==> config.mk <==
export PLATFORM = sky130hd
export DESIGN_NAME = qdec_step_top
export DESIGN_NICKNAME = d
export VERILOG_FILES = /design/src/rtl/qdec_pkg.sv /design/src/rtl/qdec_sync.sv /design/src/rtl/qdec_edge.sv /design/src/rtl/qdec_dir.sv /design/src/rtl/qdec_step_top.sv
export SDC_FILE = /design/constraint.sdc
export NUM_CORES = 1
export LEC_CHECK = 0
export CAP_MARGIN = 40
export CORE_AREA = 2 2 39 41
export CTS_BUF_LIST = sky130_fd_sc_hd__clkbuf_8
export DETAILED_ROUTE_END_ITERATION = 8
export DIE_AREA = 0 0 41 43
export DONT_BUFFER_PORTS = 1
export PLACE_DENSITY = 0.56
export SLEW_MARGIN = 15
export SYNTH_ARGS = -nofsm -noshare
export SYNTH_HDL_FRONTEND = slang
export SYNTH_SLANG_ARGS = --single-unit
==> constraint.sdc <==
create_clock -name clk_i -period 3.4 [get_ports clk_i]
set_input_delay 0.68 -clock clk_i [delete_from_list [all_inputs] [get_ports clk_i]]
set_output_delay 0.68 -clock clk_i [all_outputs]
set_load 0.01 [all_outputs]
==> src/rtl/qdec_pkg.sv <==
package qdec_pkg;
  typedef enum logic [1:0] {
    SEL_RISE = 2'd0,
    SEL_FALL = 2'd1,
    SEL_BOTH = 2'd2,
    SEL_NONE = 2'd3
  } edge_sel_e;

  typedef struct packed {
    logic up;
    logic dn;
    logic err;
  } step_t;

  localparam int unsigned NUM_PINS = 2;
  localparam int unsigned PIN_A    = 0;
  localparam int unsigned PIN_B    = 1;
endpackage

==> src/rtl/qdec_sync.sv <==
module qdec_sync #(
  parameter int unsigned WIDTH  = 2,
  parameter int unsigned STAGES = 2
) (
  input  logic             clk_i,
  input  logic             rst_ni,
  input  logic [WIDTH-1:0] d_i,
  output logic [WIDTH-1:0] q_o
);
  logic [STAGES-1:0][WIDTH-1:0] chain_q;

  always_ff @(posedge clk_i or negedge rst_ni) begin
    if (!rst_ni) begin
      chain_q <= '0;
    end else begin
      chain_q[0] <= d_i;
      for (int s = 1; s < STAGES; s++) chain_q[s] <= chain_q[s-1];
    end
  end

  assign q_o = chain_q[STAGES-1];
endmodule

==> src/rtl/qdec_edge.sv <==
module qdec_edge #(
  parameter int unsigned WIDTH = 2
) (
  input  logic             clk_i,
  input  logic             rst_ni,
  input  logic [WIDTH-1:0] cur_i,
  output logic [WIDTH-1:0] rise_o,
  output logic [WIDTH-1:0] fall_o
);
  logic [WIDTH-1:0] prev_q;

  // history always tracks, even when disabled, so no stale edges later
  always_ff @(posedge clk_i or negedge rst_ni) begin
    if (!rst_ni) prev_q <= '0;
    else         prev_q <= cur_i;
  end

  for (genvar i = 0; i < WIDTH; i++) begin : g_edge
    assign rise_o[i] =  cur_i[i] & ~prev_q[i];
    assign fall_o[i] = ~cur_i[i] &  prev_q[i];
  end
endmodule

==> src/rtl/qdec_dir.sv <==
module qdec_dir
  import qdec_pkg::*;
(
  input  logic                quad_i,
  input  logic [1:0]          edge_sel_i,
  input  logic [NUM_PINS-1:0] lvl_i,
  input  logic [NUM_PINS-1:0] rise_i,
  input  logic [NUM_PINS-1:0] fall_i,
  output step_t               step_o
);
  logic rise_en, fall_en;
  logic [NUM_PINS-1:0] act, chg;

  assign rise_en = (edge_sel_i == SEL_RISE) || (edge_sel_i == SEL_BOTH);
  assign fall_en = (edge_sel_i == SEL_FALL) || (edge_sel_i == SEL_BOTH);
  assign act     = (rise_i & {NUM_PINS{rise_en}}) | (fall_i & {NUM_PINS{fall_en}});
  assign chg     = rise_i | fall_i;

  always_comb begin
    step_o = '0;
    if (!quad_i) begin
      step_o.up = act[PIN_A];
    end else if (chg[PIN_A] && chg[PIN_B]) begin
      step_o.err = (edge_sel_i != SEL_NONE);
    end else if (act[PIN_A]) begin
      unique case ({rise_i[PIN_A], lvl_i[PIN_B]})
        2'b11:   step_o.dn = 1'b1;
        2'b10:   step_o.up = 1'b1;
        2'b01:   step_o.up = 1'b1;
        default: step_o.dn = 1'b1;
      endcase
    end else if (act[PIN_B]) begin
      unique case ({rise_i[PIN_B], lvl_i[PIN_A]})
        2'b11:   step_o.up = 1'b1;
        2'b10:   step_o.dn = 1'b1;
        2'b01:   step_o.dn = 1'b1;
        default: step_o.up = 1'b1;
      endcase
    end
  end
endmodule

==> src/rtl/qdec_step_top.sv <==
module qdec_step_top
  import qdec_pkg::*;
#(
  parameter int unsigned SYNC_STAGES = 2
) (
  input  logic       clk_i,
  input  logic       rst_ni,
  input  logic       en_i,
  input  logic       quad_i,
  input  logic [1:0] edge_sel_i,
  input  logic       in_a_i,
  input  logic       in_b_i,
  output logic       up_o,
  output logic       down_o,
  output logic       err_o
);
  logic [NUM_PINS-1:0] pins_s, rise, fall;
  step_t step_d, step_q;

  qdec_sync #(.WIDTH(NUM_PINS), .STAGES(SYNC_STAGES)) u_sync (
    .clk_i (clk_i),
    .rst_ni(rst_ni),
    .d_i   ({in_b_i, in_a_i}),
    .q_o   (pins_s)
  );

  qdec_edge #(.WIDTH(NUM_PINS)) u_edge (
    .clk_i (clk_i),
    .rst_ni(rst_ni),
    .cur_i (pins_s),
    .rise_o(rise),
    .fall_o(fall)
  );

  qdec_dir u_dir (
    .quad_i    (quad_i),
    .edge_sel_i(edge_sel_i),
    .lvl_i     (pins_s),
    .rise_i    (rise),
    .fall_i    (fall),
    .step_o    (step_d)
  );

  always_ff @(posedge clk_i or negedge rst_ni) begin
    if (!rst_ni)   step_q <= '0;
    else if (en_i) step_q <= step_d;
    else           step_q <= '0;
  end

  assign up_o   = step_q.up;
  assign down_o = step_q.dn;
  assign err_o  = step_q.err;


  no_both_chk: assert property (@(posedge clk_i) disable iff (!rst_ni)
    !(up_o && down_o));


  en_gate_chk: assert property (@(posedge clk_i) disable iff (!rst_ni)
    !en_i |=> (!up_o && !down_o && !err_o));


  sel_none_chk: assert property (@(posedge clk_i) disable iff (!rst_ni)
    (edge_sel_i == SEL_NONE) |=> (!up_o && !down_o && !err_o));


  err_excl_chk: assert property (@(posedge clk_i) disable iff (!rst_ni)
    err_o |-> (!up_o && !down_o));


  cnt_up_only_chk: assert property (@(posedge clk_i) disable iff (!rst_ni)
    !quad_i |=> (!down_o && !err_o));
endmodule

==> reports/results.ini <==
[clock_network]
clk_transition_reported_paths_ns=0.05
clock-sinks=9
postCtsSetupRepairBufs=0
cts_tree=built
numCtsBuffers=3
clock_latency_ns=0.23
cts-resized-gates=0
cts_max_level=1
clockRootBuffer=clkbuf_8
cts_hold_buffers=0
cts_max_path_buffers=2

[critical_path]
crit_arrival_ns=1.84
required_ns=3.55
cp_cell_sequence=inv_1, ha_1, a211o_1, a311o_1, a2bb2oi_1
cp.buffers_inverters=1
crit_fanout=5
startpoint=edge_sel_i[0]
crit_type=input port to register
cp-start-kind=input port
setup.worst_path.end_class=register
slowest_stage=a311o_1
crit_family=compound AO/OA/AOI/OAI gates
max_stage_delay_ns=0.36
rr_startpoint=u_sync.q_o[0]

[routing]
vias_per_cell=5.18
drt_iter0_markers=3
wl_per_cell_um=12.3
drtAntennaViolNets=0
drc=0
drt_wl_total_um=749
vias=316
firstDrtPassIters=2

[die]
die_area_um2=1760
die_h_um=43
row_count=14
initial_utilization_pct=33.7
die_w_um=41
core_area_um2=1380
num_io_pins=11

[logic_synthesis]
ys_warn_count=0
ys_ff_latch=9
synth_nets=56
syn_area_um2=467
syn_inst=41
synth_cell_types=18
ys_seq_area_share_pct=48.3
avgSynthCellArea_um2=11.4

[cells_and_area]
syn_to_final_growth_pct=14.2
drive_above_1_share_pct=8.89
nets=61
diodes=0

[placement]
port_buffers=0
hpwl_um=619
routabilityCongestion=0.702

[global_route]
grt_max_degree=10
track_usage_pct=11.8
grt_pass1_wl_um=1350
first_global_vias=345
antenna_found_initial=0
grt_overflow_total=0

[min_path]
hold_class=input port to async pin

[pwr]
ir_drop_mv=0.266
p_leak_nw=0.265
power.density_nw_per_um2=491

[run_status]
run_status=finished clean

[sta]
hold-worst-slack_ns=0.141
fmax_mhz=592
finalClockSkew_ns=0.00187
slew_viol_final=0
fin_tns_setup_ns=0
rsz0062_at_grt=no
fin_crit_ns=1.69
slew_headroom_pct=81.8
finalCritPeriodShare_pct=49.7
setup_viol=0
worstMarginPinSlew_ns=0.271
timing_hold_violations_final=0

[run]
drv_cap=0

==> cells by family (layout without fill, tap and decap cells) <==
family | Yosys count | count (layout) | synth area share (%)
AND/OR/NAND/NOR | 7 | 7 | 8.58
AO/OA/AOI/OAI | 11 | 11 | 17.7
flip-flops | 9 | 9 | 48.3
adder cells (fa/ha/maj) | 7 | 7 | 18.8
buffers and inverters | 6 | 10 | 4.83
XOR/XNOR | 1 | 1 | 1.88
==> cell type report <==
cell class / instances / area [um2]
Fill cell: 142 / 851
Clock buffer: 3 / 41.3
Multi-Input combinational cell: 26 / 219
Tap cell: 16 / 20.0
Sequential cell: 9 / 225
Inverter: 6 / 22.5
Clock inverter: 1 / 5.00
==> flip-flops by register name (all words and copies together), names as in the netlist <==
signal          flops
u_edge.prev_q       2
u_sync.chain_q      2
u_sync.q_o          2
down_o              1
err_o               1
up_o                1
==> path summary, 6_finish.rpt <==
kind                                          to  slack, ns  cells after the start
max in group asynchronous       u_edge.prev_q[1]       3.19                      0
worst min register to register     u_sync.q_o[1]       0.35                      0
min in group clk_i                 u_sync.q_o[1]       0.35                      0
worst min-delay path                        up_o       0.14                      0
worst max register to register              up_o       1.83                      5
worst max-delay path                        up_o       1.71                      5
==> per-stage QoR <==
step	area (um2)	power [mW]	setup WS, ns	std cells	utilization, %
after floorplan	467	0.136	1.56	41	-
after global placement	487	0.141	1.51	57	35.2
after detailed placement	487	0.142	1.46	57	35.2
after CTS	533	0.268	1.71	61	38.5
after global routing	533	0.279	1.65	61	38.5
final	533	0.262	1.71	61	38.5
==> cells in the mapped netlist (all sizes together) <==
master	n	area share (%)
o21a	1	1.6
xor2	1	1.9
a21boi	1	1.6
and4bb	1	2.7
dfrtp	9	48
nor2	1	0.80
a2bb2oi	1	1.9
a31oi	1	1.3
nand2	3	2.4
o2111ai	1	1.9
nor4	1	1.3
a211oi	2	3.2
a311o	1	2.1
a211o	1	1.9
and2	1	1.3
o21ai	2	2.1
ha	7	19
inv	6	4.8
==> cells in the final DEF, fill, tap and decap left out, drive strengths merged, types with 2 or more instances in the layout <==
master,netlist,final
inv,6,6
nand2,3,3
a211oi,2,2
o21ai,2,2
ha,7,7
clkbuf,0,3
dfrtp,9,9
==> layer usage <==
metal	up-vias	share of wire [%]	global-route usage, %
li1	151	-	-
met1	153	39	12.1
met3	0	9.7	7.85
met2	12	52	18.4
met4	0	0	4.00
met5	-	0	0
==> report_power, final <==
group          internal (mW)  switching, mW
Combinational         0.0107         0.0121
Clock                 0.0798         0.0421
Sequential             0.113        0.00396
Total                  0.203         0.0582
(Power assumes the default switching activity.)
